===== src/rtl/capunit_pkg.sv =====
package capunit_pkg;

   typedef enum logic {
      EDGE_FALL = 1'b0,
      EDGE_RISE = 1'b1
   } edge_pol_e;

   localparam int unsigned DEF_CNT_W       = 16;
   localparam int unsigned DEF_SYNC_STAGES = 2;
   localparam int unsigned DEF_FILT_LEN    = 4;

endpackage


===== src/rtl/capunit_sync.sv =====
module capunit_sync #(
   parameter int unsigned STAGES = 2
) (
   input  logic clk_i,
   input  logic rst_ni,
   input  logic async_i,
   output logic sync_o
);

   logic [STAGES-1:0] chain_q;

   always_ff @(posedge clk_i or negedge rst_ni) begin
      if (!rst_ni) chain_q[0] <= 1'b0;
      else         chain_q[0] <= async_i;
   end

   for (genvar s = 1; s < STAGES; s++) begin : g_stage
      always_ff @(posedge clk_i or negedge rst_ni) begin
         if (!rst_ni) chain_q[s] <= 1'b0;
         else         chain_q[s] <= chain_q[s-1];
      end
   end

   assign sync_o = chain_q[STAGES-1];

endmodule


===== src/rtl/capunit_filter.sv =====
module capunit_filter #(
   parameter int unsigned FILT_LEN = 4
) (
   input  logic clk_i,
   input  logic rst_ni,
   input  logic en_i,
   input  logic smp_i,
   input  logic lvl_prev_i,
   output logic lvl_o
);

   logic [FILT_LEN-1:0] hist_q;
   logic                all_hi;
   logic                all_lo;

   always_ff @(posedge clk_i or negedge rst_ni) begin
      if (!rst_ni) hist_q[0] <= 1'b0;
      else         hist_q[0] <= smp_i;
   end

   for (genvar i = 1; i < FILT_LEN; i++) begin : g_hist
      always_ff @(posedge clk_i or negedge rst_ni) begin
         if (!rst_ni) hist_q[i] <= 1'b0;
         else         hist_q[i] <= hist_q[i-1];
      end
   end

   assign all_hi = &hist_q;
   assign all_lo = ~|hist_q;

   always_comb begin
      if (!en_i)       lvl_o = smp_i;
      else if (all_hi) lvl_o = 1'b1;
      else if (all_lo) lvl_o = 1'b0;
      else             lvl_o = lvl_prev_i;
   end

endmodule


===== src/rtl/capunit_edge.sv =====
module capunit_edge
   import capunit_pkg::*;
(
   input  logic      clk_i,
   input  logic      rst_ni,
   input  logic      lvl_i,
   input  edge_pol_e pol_i,
   output logic      lvl_q_o,
   output logic      hit_o
);

   logic lvl_q;
   logic rise;
   logic fall;

   always_ff @(posedge clk_i or negedge rst_ni) begin
      if (!rst_ni) lvl_q <= 1'b0;
      else         lvl_q <= lvl_i;
   end

   assign rise    = lvl_i & ~lvl_q;
   assign fall    = ~lvl_i & lvl_q;
   assign hit_o   = (pol_i == EDGE_RISE) ? rise : fall;
   assign lvl_q_o = lvl_q;

endmodule


===== src/rtl/pin_capture_unit.sv =====
module pin_capture_unit
   import capunit_pkg::*;
#(
   parameter int unsigned CNT_W       = DEF_CNT_W,
   parameter int unsigned SYNC_STAGES = DEF_SYNC_STAGES,
   parameter int unsigned FILT_LEN    = DEF_FILT_LEN
) (
   input  logic             clk_i,
   input  logic             rst_ni,
   input  logic             cap_pin_i,
   input  logic [CNT_W-1:0] cnt_i,
   input  logic             edge_rise_i,
   input  logic             filt_en_i,
   input  logic             flag_clr_i,
   output logic [CNT_W-1:0] cap_val_o,
   output logic             cap_flag_o
);

   if (CNT_W < 2) begin : g_bad_width
      $error("pin_capture_unit: CNT_W must be at least 2");
   end
   if (SYNC_STAGES < 2) begin : g_bad_sync
      $error("pin_capture_unit: SYNC_STAGES must be at least 2");
   end
   if (FILT_LEN < 2) begin : g_bad_filt
      $error("pin_capture_unit: FILT_LEN must be at least 2");
   end

   logic             pin_sync;
   logic             lvl;
   logic             lvl_q;
   logic             hit;
   logic [CNT_W-1:0] cap_q;
   logic             flag_q;

   capunit_sync #(.STAGES(SYNC_STAGES)) u_sync (
      .clk_i   (clk_i),
      .rst_ni  (rst_ni),
      .async_i (cap_pin_i),
      .sync_o  (pin_sync)
   );

   capunit_filter #(.FILT_LEN(FILT_LEN)) u_filt (
      .clk_i      (clk_i),
      .rst_ni     (rst_ni),
      .en_i       (filt_en_i),
      .smp_i      (pin_sync),
      .lvl_prev_i (lvl_q),
      .lvl_o      (lvl)
   );

   capunit_edge u_edge (
      .clk_i   (clk_i),
      .rst_ni  (rst_ni),
      .lvl_i   (lvl),
      .pol_i   (edge_pol_e'(edge_rise_i)),
      .lvl_q_o (lvl_q),
      .hit_o   (hit)
   );

   always_ff @(posedge clk_i or negedge rst_ni) begin
      if (!rst_ni)  cap_q <= '0;
      else if (hit) cap_q <= cnt_i;
   end

   always_ff @(posedge clk_i or negedge rst_ni) begin
      if (!rst_ni)         flag_q <= 1'b0;
      else if (hit)        flag_q <= 1'b1;
      else if (flag_clr_i) flag_q <= 1'b0;
   end

   assign cap_val_o  = cap_q;
   assign cap_flag_o = flag_q;

endmodule


===== config.mk =====
export PLATFORM = sky130hd
export DESIGN_NAME = pin_capture_unit
export DESIGN_NICKNAME = d
export VERILOG_FILES = /design/src/rtl/capunit_pkg.sv /design/src/rtl/capunit_sync.sv /design/src/rtl/capunit_filter.sv /design/src/rtl/capunit_edge.sv /design/src/rtl/pin_capture_unit.sv
export SDC_FILE = /design/constraint.sdc
export NUM_CORES = 1
export LEC_CHECK = 0
export BUFFER_PORTS_ARGS = -buffer_cell sky130_fd_sc_hd__buf_2
export CORE_MARGIN = 8
export CORE_UTILIZATION = 30
export CTS_BUF_LIST = sky130_fd_sc_hd__clkbuf_4 sky130_fd_sc_hd__clkbuf_8 sky130_fd_sc_hd__clkbuf_16
export CTS_CLUSTER_DIAMETER = 120
export DETAILED_ROUTE_END_ITERATION = 8
export PLACE_DENSITY_LB_ADDON = 0.2
export SETUP_SLACK_MARGIN = 0.5
export SKIP_LAST_GASP = 1
export SLEW_MARGIN = 10
export SYNTH_ARGS = -nofsm -noshare
export SYNTH_HDL_FRONTEND = slang
export SYNTH_SLANG_ARGS = --single-unit
export TNS_END_PERCENT = 10

===== constraint.sdc =====
create_clock -name clk_i -period 6 [get_ports clk_i]
set_clock_uncertainty 0.1 [all_clocks]
set_input_delay 0.9 -clock clk_i [delete_from_list [all_inputs] [get_ports clk_i]]
set_output_delay 0.9 -clock clk_i [all_outputs]
set_load 0.005 [all_outputs]

==> Implementation_results.wiki, run 1 <==
{| class="wikitable"
! Metric !! Value
|-
| Run status || finished, final reports clean
|-
| Design Power || 499 uW
|-
| Sequential element share of the synthesized area || 43.4%
|-
| Sink of the worst hold path || u_sync.sync_o
|-
| Routed wirelength normalized by instance count || 17.6 um
|-
| Number of antenna violations at the first check in global routing || 0
|-
| Clock transition at the registers of the reported paths || 0.09 ns
|-
| Logic depth of the worst register-to-register path || 5
|-
| Die area || 7050 um^2
|-
| Nature of the critical path startpoint || flop
|-
| Synthesized area || 1390 um^2
|-
| Synth-to-Final Area Change || 14.9%
|-
| Maximum clock rate || 335 MHz
|-
| Post-CTS setup buffer count || 0
|-
| Insertion delay of the later-clocked pin in the worst-skew pair || 0.27 ns
|-
| Number of violations of the max-capacitance limit || 0
|-
| CTS Hold Bufs || 0
|-
| Total clock buffers created by CTS || 3
|-
| Total core area || 4410 um^2
|-
| Global-route usage over all layers || 10.1%
|-
| Hold path startpoint || u_sync.chain_q[0]
|-
| Die Y || 83.9 um
|-
| Endpoint class of the critical path || flop
|-
| Number of synthesized flops with an enable pin || 0
|-
| Static Leakage || 0.000588 uW
|-
| First-pass GRT wire length || 6090 um
|-
| Cell taking the most area after synthesis || dfrtp_1
|-
| Number of instances in the synthesized netlist || 132
|-
| Setup TNS after final layout || 0 ns
|-
| Maximum ir drop on the vdd rail || 95.7 uV
|-
| Crit path kind || flop to flop
|-
| Flop and latch count out of synthesis || 24
|-
| Post-synthesis area per instance || 10.5 um^2
|-
| Antenna violation net count after detailed routing || 0
|-
| Power density over cell area || 314 nW/um^2
|-
| Min cycle time layout || 2.99 ns
|-
| Fraction of layout instances using a drive strength above 1 || 31.2%
|-
| Final Net Count || 180
|-
| Final hold violations || 0
|-
| Final critical-path share of the clock period || 49.8%
|-
| Synthesized net count || 154
|-
| Clock sink total || 24
|-
| Largest net degree at the start of global routing || 69
|-
| Via-per-instance ratio || 5.89
|-
| Number of rows in the core area || 24
|-
| Finish-stage setup viols || 0
|-
| Max Slew Vio Count || 0
|-
| Total wire length after detailed routing || 3670 um
|-
| Data arrival time of the critical path || 2.99 ns
|-
| Total DRC errors in the routed layout || 0
|-
| Buffers on Ports || 38
|-
| Slew headroom || 30.4%
|-
| Top FF cell, synth || dfrtp_1
|-
| Diodes inserted || 0
|-
| Proportion of netlist area held by the largest area contributor || 43.4%
|-
| Critical register-to-register path endpoint || cap_val_o[13]
|-
| Cell area after placement || 1540 um^2
|-
| Number of distinct library cells after synthesis || 21
|-
| Cell at the root of the clock tree || clkbuf_8
|-
| Data required time at the worst endpoint || 6.00 ns
|-
| DRC marker count from the first detailed-route iteration || 120
|-
| Deepest clock path buffer count || 2
|-
| Routed via count || 1232
|-
| Die boundary width || 83.9 um
|-
| Leading post-synthesis cells by cell area || dfrtp_1, a221oi_1, a211oi_1, o31ai_1, nand2b_1
|-
| Clock tree from TritonCTS || done
|-
| Final Cell Area || 1590 um^2
|-
| Total congestion overflow || 0
|-
| Via count of the first global-routing pass || 1261
|-
| CP Max Fanout || 68
|-
| Tightest hold margin || 0.254 ns
|-
| Synth Warn # || 0
|-
| Number of iterations in the first detailed-routing pass || 4
|-
| HPWL after detailed placement || 2420 um
|-
| R2R Setup Slk || 3.01 ns
|-
| Slew at the pin with the worst max-slew slack || 1.04 ns
|-
| Fraction of registers with async set or reset after synthesis || 100%
|-
| Starting density of the core || 31.4%
|-
| Number of levels the H-tree was split into || 1
|-
| Most instantiated library cell after synthesis || dfrtp_1
|-
| Hold/Removal Path Class || flop to flop
|-
| Final weighted congestion of routability-driven global placement || 0.632
|-
| Depth of the worst hold-timing path || 0
|-
| Setup repair after global routing missed its margin || no
|-
| Launch instance of the worst register-to-register path || u_edge.lvl_q_o
|-
| Ports || 39
|-
| Count of cells resized by post-cts repair || 0
|}
how the worst max path moves through the flow:
| stage | slack (ns) | endpoint | cells past startpoint | from |
|---|---|---|---|---|
| floorplan | 3.92 | cap_val_o[0] | 6 | filt_en_i |
| global placement | 3.13 | cap_val_o[13] | 6 | filt_en_i |
| detailed placement | 3.02 | cap_val_o[4] | 6 | filt_en_i |
| CTS | 3.02 | cap_val_o[1] | 5 | u_edge.lvl_q_o |
| global route | 2.79 | cap_val_o[1] | 5 | u_edge.lvl_q_o |
| finish | 3.01 | cap_val_o[13] | 5 | u_edge.lvl_q_o |
layout make-up:
class                      instances  area (um^2)
timing repair buffer              38          190
fill                             454         2820
sequential                        24          602
clock buffer                       4         55.1
inverter                           2         7.51
multi-input combinational         89          672
tap                               52         65.1
per-stage QoR:
stage               util, %  setup slack (ns)  instances
global placement       34.8              3.13        205
CTS                    36.1              3.02        209
finish                 36.1              3.01        209
detailed placement     34.8              3.02        205
floorplan                 -              3.92        132
global route           36.1              2.79        209
power by group:
group | switching (uW) | internal [uW]
logic | 67.5 | 78.3
clock network | 55.5 | 58.7
registers | 43.5 | 196
worst max-delay path: stages (launching register included):
cell      delay (ns)
dfrtp_2         0.79
o21a_1          0.38
a31oi_4         0.75
inv_2           0.36
a211oi_1        0.34
a221oi_1        0.08
cell families (layout without fill, tap and decap cells):
kind of cell | after synthesis | in the layout | synth area share (%)
AO/OA/AOI/OAI | 70 | 70 | 39.4
flip-flops | 24 | 24 | 43.4
AND/OR/NAND/NOR | 19 | 19 | 9.12
buffers and inverters | 19 | 44 | 8.13
cells in the final DEF, fill, tap and decap left out:
| cell | n |
|---|---|
| buf_2 | 38 |
| and2_4 | 1 |
| dfrtp_1 | 23 |
| o31ai_1 | 16 |
| inv_1 | 1 |
| a211oi_1 | 16 |
| a221oi_1 | 16 |
| o22ai_1 | 16 |
| a311o_1 | 1 |
| nand2b_1 | 16 |
| a21oi_1 | 1 |
| dfrtp_2 | 1 |
| or4_4 | 1 |
| o21a_1 | 1 |
| inv_2 | 1 |
| a31o_2 | 1 |
| nor2b_1 | 1 |
| o22ai_2 | 1 |
| clkbuf_8 | 4 |
| a31oi_4 | 1 |
sequential cells by signal, indices dropped and copies added, names as in the netlist:
register        flops
u_edge.lvl_q_o      1
cap_flag_o          1
u_sync.sync_o       1
cap_val_o          16
u_filt.hist_q       4
u_sync.chain_q      1
routing by layer:
layer | up-vias | GRT usage, % | routed length [um]
met2 | 29 | 17.6 | 1830
met4 | 0 | 3.92 | 48
met5 | - | 0 | 0
met3 | 5 | 2.15 | 149
met1 | 610 | 11.7 | 1640
li1 | 588 | - | -
Note: power is estimated with default switching activity, not from simulation.
==> inputs of run 2 (changes only) <==
--- a/config.mk
+++ b/config.mk
@@ -5,6 +5,7 @@
 export SDC_FILE = /design/constraint.sdc
 export NUM_CORES = 1
 export LEC_CHECK = 0
+export ABC_AREA = 1
 export BUFFER_PORTS_ARGS = -buffer_cell sky130_fd_sc_hd__buf_2
 export CORE_MARGIN = 8
 export CORE_UTILIZATION = 30
==> constraint.sdc (replaced) <==
create_clock -name clk_i -period 3.13 [get_ports clk_i]
set_clock_uncertainty 0.1 [all_clocks]
set_input_delay 0.4695 -clock clk_i [delete_from_list [all_inputs] [get_ports clk_i]]
set_output_delay 0.4695 -clock clk_i [all_outputs]
set_load 0.005 [all_outputs]
==> run 2 against run 1 <==
Against the previous run:
- first-iteration DRC count fell by 77%
- maximum frequency rose by 100%
- power increased by 45%
- register-to-register slack got worse by 1.3 ns
- global-route usage shrank 0.82 points
- utilization increased by 1.7 points
- non-clock buffer count unchanged
==> Implementation_results.wiki, run 2 <==
{| class="wikitable"
! Metric !! Value
|-
| Antenna violation net count after detailed routing || 0 (unchanged)
|-
| Number of antenna violations at the first check in global routing || 0 (unchanged)
|-
| Finish-stage setup viols || 0 (unchanged)
|-
| Number of levels the H-tree was split into || 1 (unchanged)
|-
| Die area || 5530 um^2 (-22%)
|-
| Proportion of netlist area held by the largest area contributor || 58.8% (+15 points)
|-
| Clock network fraction of total power || 18.8% (-4.1 points)
|-
| Total area of multi-input combinational cells || 357 um^2 (-47%)
|-
| Most common cell after layout, fill and taps aside || buf_2
|-
| Total congestion overflow || 0 (unchanged)
|-
| Final Net Count || 161 (-11%)
|-
| Hold/Removal Path Class || primary input to async pin
|-
| Setup TNS after final layout || 0 ns (unchanged)
|-
| Maximum clock rate || 682 MHz (+100%)
|-
| Number of synthesized flops with an enable pin || 0 (unchanged)
|-
| Setup repair after global routing missed its margin || no
|-
| Number of iterations in the first detailed-routing pass || 5 (+1)
|-
| Logic depth of the worst register-to-register path || 7 (+2)
|-
| Via-per-instance ratio || 4.43 (-25%)
|-
| Synthesized net count || 122 (-21%)
|-
| CP Max Fanout || 16 (-76%)
|-
| Via count of the first global-routing pass || 864 (-31%)
|-
| Fraction of registers with async set or reset after synthesis || 100% (unchanged)
|-
| Clock sink total || 24 (unchanged)
|-
| Diodes inserted || 0 (unchanged)
|-
| Total wire length after detailed routing || 2450 um (-33%)
|-
| Max FFs per register || 16 (unchanged)
|-
| Deepest clock path buffer count || 2 (unchanged)
|-
| Largest net degree at the start of global routing || 25 (-64%)
|-
| Launch instance of the worst register-to-register path || u_filt.hist_q[0]
|-
| Sequential element share of the synthesized area || 58.8% (+15 points)
|-
| Nature of the critical path startpoint || flop
|-
| Static Leakage || 0.000673 uW (+14%)
|-
| Critical Path End || cap_val_o[3]
|-
| Seq pwr share || 55.7% (+7.8 points)
|-
| Cell taking the most area after synthesis || dfrtp_1
|-
| Final critical-path share of the clock period || 46.9% (-3.0 points)
|-
| Switching power share of the total || 31.0% (-2.4 points)
|-
| R2R Setup Slk || 1.66 ns (-1.35 ns)
|-
| Number of violations of the max-capacitance limit || 0 (unchanged)
|-
| Synth Warn # || 0 (unchanged)
|-
| Worst Setup SP || u_filt.hist_q[0]
|-
| Min cycle time layout || 1.47 ns (-1.52 ns)
|-
| Number of instances in the synthesized netlist || 100 (-24%)
|-
| Most instantiated library cell after synthesis || nand3_1
|-
| Cell at the root of the clock tree || clkbuf_4
|-
| Number of rows in the core area || 21 (-13%)
|-
| Die boundary width || 74.3 um (-11%)
|-
| Post-synthesis area per instance || 10.2 um^2 (-2.7%)
|-
| Starting density of the core || 30.8% (-0.54 points)
|-
| HPWL after detailed placement || 1820 um (-25%)
|-
| First-pass GRT wire length || 3910 um (-36%)
|-
| Leading post-synthesis cells by cell area || dfrtp_1, nand3_1, nand2_1, nand2_4, buf_6
|-
| Maximum ir drop on the vdd rail || 197 uV (+110%)
|-
| Total internal power || 499 uW (+50%)
|-
| Buffers on Ports || 38 (unchanged)
|-
| Post-CTS setup buffer count || 0 (unchanged)
|-
| Critical register-to-register path endpoint || cap_val_o[3]
|-
| Most frequent cells in the layout || buf_2, nand3_1, dfrtp_1, nand2_1, inv_1
|-
| Total DRC errors in the routed layout || 0 (unchanged)
|-
| Count of cells resized by post-cts repair || 0 (unchanged)
|-
| Top FF cell, synth || dfrtp_1
|-
| Final hold violations || 0 (unchanged)
|-
| Most numerous cell types in the synthesized netlist || nand3_1, dfrtp_1, nand2_1
|-
| Count of fill cells added during filler insertion || 356 (-22%)
|-
| Sequential standard cell area || 601 um^2 (-0.21%)
|-
| Die Y || 74.3 um (-11%)
|-
| Insertion delay of the later-clocked pin in the worst-skew pair || 0.31 ns (+0.04 ns)
|-
| Power density over cell area || 579 nW/um^2 (+85%)
|-
| Gate power share || 25.5% (-3.7 points)
|-
| Crit path kind || flop to flop
|-
| Data required time at the worst endpoint || 3.24 ns (-2.76 ns)
|-
| Number of distinct library cells after synthesis || 13 (-38%)
|-
| Tightest hold margin || 0.0141 ns (-0.240 ns)
|-
| Total core area || 3310 um^2 (-25%)
|-
| Sw Pwr || 224 uW (+35%)
|-
| DRC marker count from the first detailed-route iteration || 28 (-77%)
|-
| Ports || 39 (unchanged)
|-
| Routed wirelength normalized by instance count || 13.4 um (-24%)
|-
| Clock transition at the registers of the reported paths || 0.13 ns (+0.04 ns)
|-
| Global-route usage over all layers || 9.28% (-0.82 points)
|-
| Endpoint class of the critical path || flop
|-
| Synthesized area || 1020 um^2 (-26%)
|-
| Flop and latch count out of synthesis || 24 (unchanged)
|-
| Synth-to-Final Area Change || 22.4%
|-
| Fraction of layout instances using a drive strength above 1 || 37.2% (+6.0 points)
|-
| Routed via count || 811 (-34%)
|-
| Total clock buffers created by CTS || 3 (unchanged)
|-
| Slew at the pin with the worst max-slew slack || 0.537 ns (-0.508 ns)
|-
| Fin util || 37.8% (+1.7 points)
|-
| Slew headroom || 64.2% (+34 points)
|-
| Run status || finished, final reports clean
|-
| CTS Hold Bufs || 0 (unchanged)
|-
| Data arrival time of the critical path || 1.58 ns (-1.41 ns)
|-
| Design Power || 724 uW (+45%)
|-
| Final weighted congestion of routability-driven global placement || 0.761 (+20%)
|-
| Max Slew Vio Count || 0 (unchanged)
|-
| Clock tree from TritonCTS || done
|}
[run 2: changes by cell type after synthesis, sizes merged, moves of 5 or more]
cell | previous run | this run
a211oi | 16 | 0
a221oi | 16 | 0
clkbuf | 10 | 0
nand2 | 0 | 25
nand2b | 16 | 0
nand3 | 0 | 34
nor2 | 0 | 5
o22ai | 17 | 0
o31ai | 16 | 0
[run 2: worst max-delay path, cell delays in order (launching register included)]
cell and delay (ns):
dfrtp_1 0.39, nand2_1 0.07, nor2_2 0.11, nor2_2 0.05, nand2_4 0.08, nand3_2 0.29
nand3_1 0.19, nand2_1 0.08
[run 2: routing by layer]
layer	up-vias	wire length [um]	GRT usage (%)
li1	402	-	-
met5	-	0	0
met1	369	1050	11.0
met2	33	1080	13.7
met4	0	78	7.17
met3	7	244	2.83
[run 2: cells by family (layout without fill, tap and decap cells)]
logic type	after synthesis	in the layout	synth area share [%]
AOI/OAI and AO/OA	1	1	0.736
buffers and inverters	10	47	6.25
and+or+nand+nor	65	65	34.2
DFF	24	24	58.8
[run 2: area by class of cell]
| class | instances | area share [%] |
|---|---|---|
| clock buffers | 3 | 1.80 |
| inverters | 6 | 1.80 |
| multi-input cells | 66 | 28.5 |
| flip-flops and latches | 24 | 48.0 |
| well taps | 46 | 4.60 |
| repair buffers | 38 | 15.2 |
[run 2: worst min-delay path by stage]
| stage | from | slack [ns] | endpoint |
|---|---|---|---|
| CTS | rst_ni | 0.03 | cap_val_o[15] |
| global route | rst_ni | 0.05 | cap_val_o[7] |
| global placement | u_sync.chain_q[0] | 0.24 | u_sync.sync_o |
| finish | rst_ni | 0.01 | u_filt.hist_q[2] |
| detailed placement | u_sync.chain_q[0] | 0.23 | u_sync.sync_o |
| floorplan | rst_ni | 0.07 | cap_flag_o |
[run 2: power groups by stage]
stage | sequential [uW] | combinational, uW | clock [uW]
floorplan | 412 | 97.4 | 0
finish | 403 | 185 | 136
global route | 412 | 212 | 154
detailed placement | 411 | 190 | 0
CTS | 404 | 191 | 142
global placement | 406 | 188 | 0
[run 2: stage by stage]
stage	area (um^2)	setup slack, ns	std cells
6_report	1250	1.66	183
5_1_grt	1250	1.49	183
4_1_cts	1250	1.66	183
3_5_place_dp	1230	1.58	180
3_3_place_gp	1230	1.61	180
2_1_floorplan	1020	1.79	100
==> inputs of run 3 (changes only) <==
==> constraint.sdc (replaced) <==
create_clock -name clk_i -period 1.2 [get_ports clk_i]
set_clock_uncertainty 0.1 [all_clocks]
set_input_delay 0.18 -clock clk_i [delete_from_list [all_inputs] [get_ports clk_i]]
set_output_delay 0.18 -clock clk_i [all_outputs]
set_load 0.005 [all_outputs]
==> run 3 against run 2 <==
Against the previous run:
- non-clock buffer count rose by 2
- routed wire length up 4.3%
- via count is 5.3% higher
- register-to-register slack got worse by 1.8 ns
- count of clock-buffer cells in the layout rose by 1
- sequential power grew to 2.6 times the previous value
- the flow now finishes with violations (negative hold slack, negative setup slack)
- first-iteration DRC count grew 32%
==> Implementation_results.wiki, run 3 (synthesis results as in run 2) <==
{| class="wikitable"
! Metric !! Value
|-
| Setup repair after global routing missed its margin || yes
|-
| First-pass GRT wire length || 3910 um (-0.18%)
|-
| Logic depth of the worst register-to-register path || 8 (+1)
|-
| R2R Setup Slk || -0.15 ns (-1.81 ns)
|-
| Global-route usage over all layers || 9.13% (-0.15 points)
|-
| Number of violations of the max-capacitance limit || 0 (unchanged)
|-
| Routed via count || 854 (+5.3%)
|-
| Data arrival time of the critical path || 1.46 ns (-0.12 ns)
|-
| Clock sink total || 24 (unchanged)
|-
| Total clock buffers created by CTS || 3 (unchanged)
|-
| Fin worst setup slack || -0.146 ns (-1.81 ns)
|-
| HPWL after detailed placement || 1790 um (-1.5%)
|-
| Static Leakage || 0.000690 uW (+2.5%)
|-
| Die boundary width || 74.3 um (unchanged)
|-
| Setup WS pre-CTS || -0.147 ns (-1.73 ns)
|-
| Final critical-path share of the clock period || 112% (+65 points)
|-
| Clock transition at the registers of the reported paths || 0.13 ns (about the same)
|-
| Min cycle time layout || 1.35 ns (-0.121 ns)
|-
| Fraction of layout instances using a drive strength above 1 || 39.7% (+2.5 points)
|-
| Power density over cell area || 1500 nW/um^2 (+160%)
|-
| Finish-stage setup viols || 17 (+17)
|-
| Via-per-instance ratio || 4.57 (+3.0%)
|-
| Antenna violation net count after detailed routing || 0 (unchanged)
|-
| Violations in the final reports || negative hold slack, negative setup slack
|-
| Number of iterations in the first detailed-routing pass || 4 (-1)
|-
| Max FFs per register || 16 (unchanged)
|-
| Final weighted congestion of routability-driven global placement || 0.729 (-4.2%)
|-
| Insertion delay of the later-clocked pin in the worst-skew pair || 0.31 ns (about the same)
|-
| Max Slew Vio Count || 0 (unchanged)
|-
| CP Max Fanout || 17 (+1)
|-
| Endpoint class of the critical path || flop
|-
| CTS Hold Bufs || 1 (+1)
|-
| Post-CTS setup buffer count || 0 (unchanged)
|-
| Routed wirelength normalized by instance count || 13.7 um (+2.1%)
|-
| CP max stage cell || dfrtp_1
|-
| Count of fill cells added during filler insertion || 342 (-3.9%)
|-
| Final Net Count || 164 (+1.9%)
|-
| Total area of multi-input combinational cells || 398 um^2 (+12%)
|-
| Cell at the root of the clock tree || clkbuf_4
|-
| Total placed cells including tap cells || 181 (+0.56%)
|-
| Die area || 5530 um^2 (unchanged)
|-
| Number of levels the H-tree was split into || 1 (unchanged)
|-
| Crit-path cells || nand2_1 > nor2_2 > nor2_2 > nand2_4 > nand2_8 > nand2_8 > nand3_1 > nand2_1
|-
| Launch instance of the worst register-to-register path || u_filt.hist_q[0]
|-
| Crit path kind || flop to flop
|-
| Worst Setup SP || u_filt.hist_q[0]
|-
| Maximum ir drop on the vdd rail || 482 uV (+150%)
|-
| Deepest clock path buffer count || 2 (unchanged)
|-
| Tightest hold margin || -0.275 ns (-0.289 ns)
|-
| Total core area || 3310 um^2 (unchanged)
|-
| Total DRC errors in the routed layout || 0 (unchanged)
|-
| Total congestion overflow || 0 (unchanged)
|-
| Slew headroom || 64.2% (about the same)
|-
| Final cell count without fillers || 187 (+2.2%)
|-
| Starting density of the core || 30.8% (unchanged)
|-
| Via count of the first global-routing pass || 836 (-3.2%)
|-
| Ports || 39 (unchanged)
|-
| DRC marker count from the first detailed-route iteration || 37 (+32%)
|-
| Largest stage delay on the critical path || 0.42 ns (+0.03 ns)
|-
| Sequential standard cell area || 601 um^2 (unchanged)
|-
| Final hold violations || 34 (+34)
|-
| Buffers on Ports || 38 (unchanged)
|-
| Die Y || 74.3 um (unchanged)
|-
| Hold/Removal Path Class || primary input to async pin
|-
| Total wire length after detailed routing || 2560 um (+4.3%)
|-
| Most frequent cells in the layout || buf_2, nand3_1, dfrtp_1, nand2_1, inv_1
|-
| Largest net degree at the start of global routing || 25 (unchanged)
|-
| Slew at the pin with the worst max-slew slack || 0.537 ns (+0.000290 ns)
|-
| Run status || finished, violations left
|-
| Most common cell after layout, fill and taps aside || buf_2
|-
| Data required time at the worst endpoint || 1.32 ns (-1.92 ns)
|-
| Diodes inserted || 0 (unchanged)
|-
| Maximum clock rate || 743 MHz (+9.0%)
|-
| Clock tree from TritonCTS || done
|-
| Number of antenna violations at the first check in global routing || 0 (unchanged)
|-
| Synth-to-Final Area Change || 30.8%
|-
| Nature of the critical path startpoint || flop
|-
| Design Power || 2010 uW (+180%)
|-
| Number of rows in the core area || 21 (unchanged)
|}
[run 3: final timing paths]
| kind | to |
|---|---|
| worst max-delay path | cap_val_o[10] |
| worst min-delay path | u_filt.hist_q[3] |
| worst max register to register | cap_val_o[10] |
| worst min register to register | u_sync.sync_o |
| max in group asynchronous | cap_val_o[13] |
| min in group clk_i | cap_flag_o |
[run 3: power breakdown]
| group | leakage [uW] | internal, uW | switching, uW |
|---|---|---|---|
| Sequential | 0.000279 | 964 | 86.5 |
| Combinational | 0.000390 | 248 | 282 |
| Clock | 0.0000210 | 185 | 243 |
| Total | 0.000690 | 1400 | 611 |
[run 3: metal layers]
| layer | wire length, um | vias up | part of all wire (%) | track usage, % |
|---|---|---|---|---|
| met4 | 36 | 0 | 1.4 | 5.22 |
| met5 | 0 | - | 0 | 0 |
| met1 | 1080 | 405 | 42 | 10.7 |
| li1 | - | 418 | - | - |
| met3 | 248 | 2 | 9.7 | 3.37 |
| met2 | 1190 | 29 | 47 | 14.1 |
[run 3: area by class of cell]
cell class,instances,area share (%)
sequential,24,45.0
multi-input combinational,67,29.8
timing repair buffer,40,16.5
tap,46,4.31
clock buffer,4,2.72
inverter,6,1.69
[run 3: worst max-delay path, delay by kind of cell (launching register included)]
family / cells / cell delay, ns
simple gates: 8 / 0.72
flops: 1 / 0.42
[run 3: per-stage QoR]
stage          hold slack [ns]  setup TNS, ns  cell area [um^2]  util [%]
6_report                -0.275          -2.23              1340      40.3
5_1_grt                 -0.250          -3.57              1340      40.3
4_1_cts                 -0.255          -2.38              1320      39.9
3_5_place_dp             0.100          -2.27              1250      37.8
3_3_place_gp            0.0963          -1.61              1250      37.8
2_1_floorplan           -0.216         -0.846              1020         -
[run 3: repair_timing]
item	in CTS	in global routing
resized for setup	3	1
endpoints found under the hold margin	42	32
cloned	0	1
setup endpoints to repair	35	35
pin swaps	0	0
